## config.mk

```make
export PLATFORM = sky130hd
export DESIGN_NAME = ctsel_top
export DESIGN_NICKNAME = d
export VERILOG_FILES = /design/src/rtl/ctsel_pkg.sv /design/src/rtl/ctsel_sync.sv /design/src/rtl/ctsel_src_mux.sv /design/src/rtl/ctsel_edge.sv /design/src/rtl/ctsel_gate.sv /design/src/rtl/ctsel_top.sv
export SDC_FILE = /design/constraint.sdc
export NUM_CORES = 1
export LEC_CHECK = 0
export BUFFER_PORTS_ARGS = -buffer_cell sky130_fd_sc_hd__clkbuf_2
export CORE_MARGIN = 2
export CORE_UTILIZATION = 40
export DETAILED_ROUTE_END_ITERATION = 6
export PLACE_DENSITY = 0.72
export SYNTH_ARGS = -nofsm -noshare
export SYNTH_HDL_FRONTEND = slang
export SYNTH_SLANG_ARGS = --single-unit
```

## constraint.sdc

```tcl
create_clock -name clk -period 1.8 [get_ports clk]
set_input_delay 0.45 -clock clk [delete_from_list [all_inputs] [get_ports clk]]
set_output_delay 0.45 -clock clk [all_outputs]
set_load 0.005 [all_outputs]
```

## src/rtl/ctsel_pkg.sv

```systemverilog
package ctsel_pkg;
  // default count of timer waveform inputs
  localparam int unsigned CTS_N_TMR = 6;
  // synchroniser depth in the converter clock domain
  localparam int unsigned CTS_SYNC_STAGES = 2;

  // edges after reset before the edge history is trustworthy
  function automatic int unsigned cts_warm_cycles(input int unsigned stages);
    return stages + 1;
  endfunction
endpackage

```

## src/rtl/ctsel_sync.sv

```systemverilog
module ctsel_sync #(
  parameter int unsigned W      = 8,
  parameter int unsigned STAGES = 2
) (
  input  logic         clk,
  input  logic         rst_n,
  input  logic [W-1:0] d_async,
  output logic [W-1:0] q_sync
);
  // stg[0] is the newest sample
  logic [STAGES-1:0][W-1:0] stg;

  always_ff @(posedge clk or negedge rst_n) begin
    if (!rst_n) stg <= '0;
    else        stg <= {stg[STAGES-2:0], d_async};
  end

  assign q_sync = stg[STAGES-1];
endmodule

```

## src/rtl/ctsel_src_mux.sv

```systemverilog
module ctsel_src_mux #(
  parameter int unsigned NSRC  = 8,
  parameter int unsigned SEL_W = 3
) (
  input  logic [NSRC-1:0]  src,
  input  logic [SEL_W-1:0] sel,
  output logic             lvl
);
  always_comb begin
    lvl = 1'b0;
    for (int i = 0; i < int'(NSRC); i++) begin
      if (sel == SEL_W'(i)) lvl = src[i];
    end
  end
endmodule

```

## src/rtl/ctsel_edge.sv

```systemverilog
module ctsel_edge #(
  parameter int unsigned SEL_W = 3,
  parameter int unsigned WARM  = 3
) (
  input  logic             clk,
  input  logic             rst_n,
  input  logic             lvl,
  input  logic [SEL_W-1:0] sel,
  input  logic             en,
  output logic             hw_evt
);
  localparam int unsigned WW = $clog2(WARM + 1);

  logic             hist;
  logic [SEL_W-1:0] sel_q;
  logic             en_q;
  logic [WW-1:0]    warm;
  logic             cfg_chg;
  logic             warm_done;

  assign cfg_chg   = (sel != sel_q) || (en != en_q);
  assign warm_done = (warm == WW'(WARM));
  // a config change reloads history from the current level and masks that cycle
  assign hw_evt    = en && lvl && !hist && !cfg_chg && warm_done;

  always_ff @(posedge clk or negedge rst_n) begin
    if (!rst_n) begin
      hist  <= 1'b0;
      sel_q <= '0;
      en_q  <= 1'b0;
      warm  <= '0;
    end else begin
      hist  <= lvl;
      sel_q <= sel;
      en_q  <= en;
      if (!warm_done) warm <= warm + WW'(1);
    end
  end
endmodule

```

## src/rtl/ctsel_gate.sv

```systemverilog
module ctsel_gate (
  input  logic clk,
  input  logic rst_n,
  input  logic sw_start,
  input  logic hw_evt,
  input  logic seq_idle,
  output logic start_pulse
);
  logic fire;

  // requests while busy, or right after a pulse, are dropped, not queued
  assign fire = (sw_start || hw_evt) && seq_idle && !start_pulse;

  always_ff @(posedge clk or negedge rst_n) begin
    if (!rst_n) start_pulse <= 1'b0;
    else        start_pulse <= fire;
  end
endmodule

```

## src/rtl/ctsel_top.sv

```systemverilog
module ctsel_top
  import ctsel_pkg::*;
#(
  parameter int unsigned N_TMR       = CTS_N_TMR,
  parameter int unsigned SYNC_STAGES = CTS_SYNC_STAGES,
  parameter int unsigned NSRC        = N_TMR + 2,
  parameter int unsigned SEL_W       = $clog2(NSRC)
) (
  input  logic             clk,
  input  logic             rst_n,
  input  logic             sw_start,
  input  logic             hw_trig_en,
  input  logic [SEL_W-1:0] trig_sel,
  input  logic [N_TMR-1:0] tmr_wave,
  input  logic             ext_trig,
  input  logic             pwm_evt,
  input  logic             seq_idle,
  output logic             start_pulse
);
  localparam int unsigned WARM = cts_warm_cycles(SYNC_STAGES);

  logic [NSRC-1:0] raw_bus;
  logic [NSRC-1:0] sync_bus;
  logic            sel_lvl;
  logic            hw_evt;

  // index order matches the select encoding: timers, external pin, PWM event
  assign raw_bus = {pwm_evt, ext_trig, tmr_wave};

  ctsel_sync #(.W(NSRC), .STAGES(SYNC_STAGES)) u_sync (
    .clk(clk), .rst_n(rst_n), .d_async(raw_bus), .q_sync(sync_bus)
  );

  ctsel_src_mux #(.NSRC(NSRC), .SEL_W(SEL_W)) u_mux (
    .src(sync_bus), .sel(trig_sel), .lvl(sel_lvl)
  );

  ctsel_edge #(.SEL_W(SEL_W), .WARM(WARM)) u_edge (
    .clk(clk), .rst_n(rst_n), .lvl(sel_lvl), .sel(trig_sel),
    .en(hw_trig_en), .hw_evt(hw_evt)
  );

  ctsel_gate u_gate (
    .clk(clk), .rst_n(rst_n), .sw_start(sw_start), .hw_evt(hw_evt),
    .seq_idle(seq_idle), .start_pulse(start_pulse)
  );
endmodule

```

-- Word-level counts from Yosys, hierarchy flattened
Index checks and enable logic that the tools add are counted.
- reductions and logical operators: 12
- bitwise logic cells: 0
- muxes and demuxes: 8
- order comparisons: 0
- div/mod/pow operators: 0
- shift-type cells: 0
- $mul: 0
- equality and inequality tests: 10
- add/sub/neg operators: 1
- operator list (cell ; count):
    $eq A3 B3 Y1 const B ; 4
    $mux W1 ; 8
    $eq A3 B2 Y1 const B ; 2
    $logic_and A1 B1 Y1 ; 6
    $eq A3 B1 Y1 const B ; 1
    $logic_not A1 Y1 ; 3
    $logic_not A3 Y1 ; 1
    $ne A3 B3 Y1 ; 1
    $add A2 B1 Y2 const B ; 1
    $eq A2 B2 Y1 const B ; 1
    $logic_or A1 B1 Y1 ; 2
    $ne A1 B1 Y1 ; 1
- flip-flop bits (word level): 24
- logic and storage cells: 38
- output and inout port bits: 1
- bits in read-only memories: 0
- memory bits (writable): 0
- latch bits: 0
- memories kept: 0
- input port bits: 16

-- Longest topological paths before layout
Gate-level depths: netlist of run 1.
- depth after elaboration: 16
- depth in mapped cells: 4
- mapped depth without buffers: 4

-- Modules after synthesis
A second synthesis of run 1 with hierarchy kept.
- cell total of the unflattened synthesis: 46
- area, all modules: 824.5 um2
- modules (own cells, without submodules) (module ; seq. area each (um2) ; area each (um2) ; instances ; cells each):
    ctsel_sync ; 400.4 ; 460.4 ; 1 ; 24
    ctsel_edge ; 175.2 ; 259.0 ; 1 ; 16
    ctsel_src_mux ; 0.0 ; 63.8 ; 1 ; 3
    ctsel_gate ; 25.0 ; 41.3 ; 1 ; 3

-- Worst setup path before layout of run 1
OpenSTA, ideal clock, no wires.
- kind: input-to-reg
- start point: input port trig_sel[1]
- end point: register u_gate.start_pulse
- stages on the path: 3
- required time: 1680 ps
- arrival: 1446 ps
- slack: 233 ps
- library setup time: 120 ps
- path through: mux4_1 > mux2_2 > a41o_1
- cells in the longest elaborated chain, start to end: 16
- RTL lines (element ; RTL line ; RTL):
    start: declaration ; ctsel_top.sv:13 ; input logic [SEL_W-1:0] trig_sel,
    $logic_not A3 Y1 ; ctsel_src_mux.sv:12 ; if (sel == SEL_W'(i)) lvl = src[i];
    $mux W1 (7 in a row) ; ctsel_src_mux.sv:12 ;
    $mux W1 (*) ; ctsel_src_mux.sv:12 ;
    net sel_lvl ; ctsel_top.sv:24 ; logic sel_lvl;
    $logic_and A1 B1 Y1 (*) (4 in a row) ; ctsel_edge.sv:24 ; assign hw_evt = en && lvl && !hist && !cfg_chg && warm_done;
    $logic_or A1 B1 Y1 (*) ; ctsel_gate.sv:12 ; assign fire = (sw_start || hw_evt) && seq_idle && !start_pulse;
    $logic_and A1 B1 Y1 (*) (2 in a row) ; ctsel_gate.sv:12 ;
    net u_gate.fire ; ctsel_gate.sv:9 ; logic fire;
    end signal: assignment ; ctsel_gate.sv:16 ; else start_pulse <= fire;
    end: declaration ; ctsel_gate.sv:7 ; output logic start_pulse
The timed path passes the listed nets; every way through them passes the cells marked *.
A chain may end at the register's enable or synchronous reset.

-- Worst setup path in the final report of run 1
- start point: register u_sync.stg (netlist bit u_sync.q_sync[6])
- end point: register u_gate.start_pulse
- cells in the longest elaborated chain, start to end: 9
- RTL lines (element ; RTL line ; RTL):
    start: declaration ; ctsel_sync.sv:11 ; logic [STAGES-1:0][W-1:0] stg;
    start signal: assignment ; ctsel_sync.sv:15 ; else stg <= {stg[STAGES-2:0], d_async};
    $mux W1 (2 in a row) ; ctsel_src_mux.sv:12 ;
    net sel_lvl ; ctsel_top.sv:24 ;
    $logic_and A1 B1 Y1 (4 in a row) ; ctsel_edge.sv:24 ;
    $logic_or A1 B1 Y1 ; ctsel_gate.sv:12 ;
    $logic_and A1 B1 Y1 (2 in a row) ; ctsel_gate.sv:12 ;
    net u_gate.fire ; ctsel_gate.sv:9 ;
The timed path passes the listed nets, and every way through them passes these cells.

==> impl_metrics.env, run 1 <==
export IMPL_status="finished, final reports clean"
export IMPL_total_power_w=0.00100
export IMPL_p_leak_nw=0.448
export IMPL_worst_path_max_delay_cell="mux4_1"
export IMPL_multi_input_area_um2=154
export IMPL_dp_worst_setup_slack_ns=0.0542
export IMPL_path_buf_inv=0
export IMPL_num_antenna_cells=0
export IMPL_clock_skew_ns=0.00366
export IMPL_wirelength_um=927
export IMPL_syn_area_um2=758
export IMPL_post_cts_buffers=0
export IMPL_overflow=0
export IMPL_max_freq_mhz=674
export IMPL_critPathArrivalTime_ns=1.69
export IMPL_clock_sinks=24
export IMPL_grt_use_total_pct=10.2
export IMPL_nNetsFinal=78
export IMPL_synth_cell_types=11
export IMPL_yosysWarningCount=0
export IMPL_synth_top_family_by_area="multiplexers"
export IMPL_required_ns=2.01
export IMPL_yosys_area_share_simple_pct=2.81
export IMPL_endpoint_kind="flop"
export IMPL_layout_setup_ws_ns=0.316
export IMPL_num_rows=15
export IMPL_hp_class="primary input to async pin"
export IMPL_powerDensity_nw_per_um2=1070
export IMPL_drc_errors=0
export IMPL_yosysTopAreaCell="dfrtp_1"
export IMPL_clk_pin_slew_ns=0.12
export IMPL_grt_pass1_vias=370
export IMPL_finalMaxSlewViolations=0
export IMPL_fin_cells=85
export IMPL_crit_family="multiplexers"
export IMPL_grt_first_pass_wirelength_mm=1.52
export IMPL_cts_made_buffers=3
export IMPL_post_route_util_pct=53.1
export IMPL_avgViaCountPerCell=4.35
export IMPL_cts_resized_gates=0
export IMPL_gp_congestion=0.736
export IMPL_htreeDepth=1
export IMPL_drtIter0Drc=2
export IMPL_cts_tree="built"
export IMPL_peakVddDrop_uv=707
export IMPL_firstDrtPassIters=2
export IMPL_synth_nets=55
export IMPL_rsz0062_at_grt="no"
export IMPL_io_buffers=16
export IMPL_coreArea_um2=1760
export IMPL_seq_area_um2=601
export IMPL_rrSetupSlack_ns=0.32
export IMPL_worst_setup_path_type="flop to flop"
export IMPL_vias=370
export IMPL_drive_gt1_share_pct=40.0
export IMPL_yosys_area_share_xor_xnor_pct=4.62
export IMPL_fill_cells=156
export IMPL_synth_seq_cells=24
export IMPL_ys_top_cells_by_area="dfrtp_1 79%, mux4_1 6.9%, xor2_1 3.5%, mux2_2 3.0%, ha_1 1.7%"
export IMPL_path_max_fanout=2
export IMPL_slowest_delay_ns=0.50
export IMPL_crit_chain="mux4_1, mux2_2, a41o_1"
export IMPL_die_w_um=47.5
export IMPL_place_hpwl_um=716
export IMPL_reg2regPathDepth=3
export IMPL_synth_top_area_share_pct=79.2
export IMPL_grt_max_degree=25
export IMPL_finalCriticalPeriod_ns=1.48
export IMPL_muxShareOfSynthArea_pct=9.90
export IMPL_io_pins=17
export IMPL_synthAdderAreaFrac_pct=1.65
export IMPL_die_h_um=47.5
export IMPL_insertion_delay_ns=0.31
export IMPL_root_buffer="clkbuf_4"
export IMPL_antenna_found_initial=0
export IMPL_setup_violations=0
export IMPL_tns_ns=0
export IMPL_drtAntennaViolNets=0
export IMPL_critPathLaunchType="flop"
export IMPL_syn_instance_count=38
export IMPL_reg2reg_to="u_gate.start_pulse"
export IMPL_avgSynthCellArea_um2=20.0
export IMPL_start_util_pct=43.0
export IMPL_slew_headroom_pct=63.5
export IMPL_maxCapViolations=0
export IMPL_cts_hold_buffers_added=0
export IMPL_dp_cells=81
export IMPL_seq_area_frac_synth_pct=79.2
export IMPL_finalHoldViolCount=0
export IMPL_wl_per_cell_um=10.9
export IMPL_dieArea_um2=2260
export IMPL_cts_buffer_depth=2
export IMPL_worstMarginPinSlew_ns=0.547
export IMPL_areaGrowthSynthToFinish_pct=23.6
export IMPL_rr_startpoint="u_sync.q_sync[6]"
export IMPL_period_share_pct=82.4
export IMPL_synth_compound_area_share_pct=1.32
## layout make-up
cell class                 count  share of cell area (%)
timing repair buffer          18                    10.1
multi-input combinational     13                    16.4
clock inverter                 1                    3.20
inverter                       1                   0.401
clock buffer                   3                    2.40
tap                           25                    3.34
sequential                    24                    64.1
## worst max path at each step
stage / from / endpoint / slack (ns) / cells past startpoint
CTS: u_sync.q_sync[6] / u_gate.start_pulse / 0.30 / 3
floorplan: trig_sel[1] / u_gate.start_pulse / 0.23 / 3
global placement: trig_sel[1] / u_gate.start_pulse / 0.07 / 4
detailed placement: trig_sel[0] / u_gate.start_pulse / 0.05 / 4
global route: u_sync.q_sync[6] / u_gate.start_pulse / 0.25 / 3
finish: u_sync.q_sync[6] / u_gate.start_pulse / 0.32 / 3
## placed cells by master (no fill, tap or decap)
master,count
dfrtp_1,24
clkbuf_4,3
mux2_2,2
xnor2_1,1
ha_1,1
a41o_1,1
xor2_1,3
inv_1,1
buf_4,2
bufinv_16,1
and3_1,1
nor4_1,1
nand4b_1,1
clkbuf_2,16
mux4_1,2
## flip-flops by register name, summed over array words and instances (netlist names)
name	cells
u_sync.q_sync	8
u_edge.hist	1
u_gate.start_pulse	1
u_edge.en_q	1
u_edge.sel_q	3
u_sync.stg	8
u_edge.warm	2
## synthesized netlist by cell type, drive strengths merged
| library cell | instances |
|---|---|
| dfrtp | 24 |
| xnor2 | 1 |
| nor4 | 1 |
| inv | 1 |
| mux4 | 2 |
| ha | 1 |
| and3 | 1 |
| xor2 | 3 |
| a41o | 1 |
| mux2 | 2 |
| nand4b | 1 |
## cell families (layout without fill, tap and decap cells)
family                   Yosys count  after routing
flip-flops                        24             24
XOR/XNOR                           4              4
multiplexers                       4              4
AND/OR/NAND/NOR                    3              3
adder cells (fa/ha/maj)            1              1
AO/OA/AOI/OAI                      1              1
buffers and inverters              1             23
## per-layer routing
layer | vias up | wire length, µm | global-route usage, %
li1 | 177 | - | -
met1 | 173 | 426 | 12.1
met2 | 20 | 409 | 16.8
met3 | 0 | 91 | 5.66
met4 | 0 | 0 | 1.62
met5 | - | 0 | 0
## through the flow
stage	instance area (µm²)	hold WS [ns]
after floorplan	758	0.154
after global placement	885	0.334
after detailed placement	885	0.335
after CTS	937	0.118
after global routing	937	0.122
final	937	0.101
## power breakdown
group	internal [W]	switching [W]	leakage, nW
Sequential	0.000565	0.00000668	0.275
Clock	0.000225	0.000149	0.0279
Combinational	0.0000296	0.0000251	0.145
Total	0.000820	0.000181	0.448
No activity file was read; power rests on OpenSTA's default activity.
==> inputs of run 2 (changes only) <==
Settings changed: PLACE_DENSITY 0.72 to 0.74.
Clock period 1.8 ns to 1.3 ns, I/O delays scaled along.
==> run 2 against run 1 <==
Net effect:
- the run now ends with negative setup slack left
- via count increased by 2.2%
- wire length down 3.5%
- core utilization rose by 0.35 points
- sequential cell count did not move
- design area increased by 0.67%
- sequential power is 39% higher
- critical path type unchanged
- setup slack got worse by 0.40 ns
- first-iteration DRC count increased by 100%
- total power rose by 39%
- global-route usage down 0.71 points
- critical path depth unchanged
- die area is the same
==> impl_metrics.env, run 2 (synthesized netlist as in run 1, its figures left out) <==
export IMPL_seq_area_um2=601
export IMPL_clk_pin_slew_ns=0.13
export IMPL_final_common_cell="dfrtp_1"
export IMPL_grt_max_degree=25
export IMPL_post_route_util_pct=53.5
export IMPL_nNetsFinal=79
export IMPL_setup_violations=1
export IMPL_coreArea_um2=1760
export IMPL_vias=378
export IMPL_wl_met1_um=364
export IMPL_clock_skew_ns=0.00677
export IMPL_avgViaCountPerCell=4.40
export IMPL_hp_class="primary input to flop"
export IMPL_overflow=0
export IMPL_io_pins=17
export IMPL_finalCriticalPeriod_ns=1.39
export IMPL_fill_cells=170
export IMPL_num_rows=15
export IMPL_drtIter0Drc=4
export IMPL_die_w_um=47.5
export IMPL_layout_setup_ws_ns=-0.0874
export IMPL_critPathLaunchType="flop"
export IMPL_grt_pass1_vias=367
export IMPL_htreeDepth=1
export IMPL_rsz0062_at_grt="yes"
export IMPL_finalHoldViolCount=0
export IMPL_die_h_um=47.5
export IMPL_firstDrtPassIters=2
export IMPL_violations="negative setup slack"
export IMPL_path_max_fanout=2
export IMPL_root_buffer="clkbuf_4"
export IMPL_multi_input_area_um2=150
export IMPL_insertion_delay_ns=0.30
export IMPL_worstMarginPinSlew_ns=0.558
export IMPL_tns_ns=-0.0874
export IMPL_status="finished, violations left"
export IMPL_route_met3_wl_um=73
export IMPL_grt_use_total_pct=9.47
export IMPL_max_freq_mhz=721
export IMPL_wirelength_um=895
export IMPL_cts_made_buffers=3
export IMPL_slew_headroom_pct=62.8
export IMPL_highest_layer="met4"
export IMPL_dieArea_um2=2260
export IMPL_drc_errors=0
export IMPL_fin_hold_ws_ns=0.115
export IMPL_areaGrowthSynthToFinish_pct=24.4
export IMPL_drive_gt1_share_pct=42.6
export IMPL_gp_congestion=0.715
export IMPL_grt_first_pass_wirelength_mm=1.40
export IMPL_p_leak_nw=0.448
export IMPL_antenna_found_initial=0
export IMPL_start_util_pct=43.0
export IMPL_drtAntennaViolNets=0
export IMPL_cts_buffer_depth=2
export IMPL_endpoint_kind="flop"
export IMPL_wl_per_cell_um=10.4
export IMPL_rrSetupSlack_ns=-0.09
export IMPL_powerDensity_nw_per_um2=1470
export IMPL_required_ns=1.50
export IMPL_maxCapViolations=0
export IMPL_io_buffers=16
export IMPL_cts_tree="built"
export IMPL_num_antenna_cells=0
export IMPL_post_cts_buffers=0
export IMPL_final_cell_mix="24 x dfrtp_1, 16 x clkbuf_2, 3 x xor2_1, 3 x clkbuf_4"
export IMPL_dp_worst_setup_slack_ns=-0.203
export IMPL_critPathArrivalTime_ns=1.59
export IMPL_met2RoutedLength_um=450
export IMPL_clock_sinks=24
export IMPL_finalMaxSlewViolations=0
export IMPL_period_share_pct=107
export IMPL_worst_setup_path_type="flop to flop"
export IMPL_cts_resized_gates=0
export IMPL_peakVddDrop_uv=878
==> run 2: repair_timing <==
action	CTS	global route
endpoints found under the setup margin	1	1
hold endpoints to repair	14	0
hold buffers	1	0
==> run 2: final timing paths <==
check | to | cells after the start | startpoint
min in group asynchronous | u_edge.warm[1] | 2 | rst_n
max in group asynchronous | u_sync.q_sync[2] | 2 | rst_n
max reg2reg | u_gate.start_pulse | 3 | u_sync.q_sync[7]
min | u_sync.stg[7] | 1 | pwm_evt
min reg2reg | u_sync.q_sync[3] | 0 | u_sync.stg[3]
max | u_gate.start_pulse | 3 | u_sync.q_sync[7]
==> run 2: power breakdown <==
group,switching (W),internal [W]
registers,0.0000101,0.000783
clock network,0.000205,0.000311
logic,0.0000341,0.0000460
==> run 2: layout make-up <==
type	count	area share [%]
clock inverters	1	3.18
clock buffers	3	2.39
flip-flops and latches	24	63.7
inverters	1	0.398
repair buffers	19	11.1
well taps	25	3.32
multi-input cells	13	15.9
==> run 2: critical path, cell delays in order, from the launching register on <==
cell,delay (ns)
dfrtp_1,0.39
mux4_2,0.45
mux2_4,0.27
a41o_1,0.17
==> run 2: per-stage QoR <==
stage,total power [W],instance area [µm²],std cells
5_1_grt,0.00145,943,86
3_5_place_dp,0.000889,881,81
6_report,0.00139,943,86
4_1_cts,0.00141,943,86
3_3_place_gp,0.000886,881,81
2_1_floorplan,0.000835,754,38
==> run 2: metal layers <==
layer	global-route usage [%]	up-vias
li1	-	177
met1	9.82	184
met2	16.8	15
met3	3.40	2
met4	4.86	0
met5	0	-
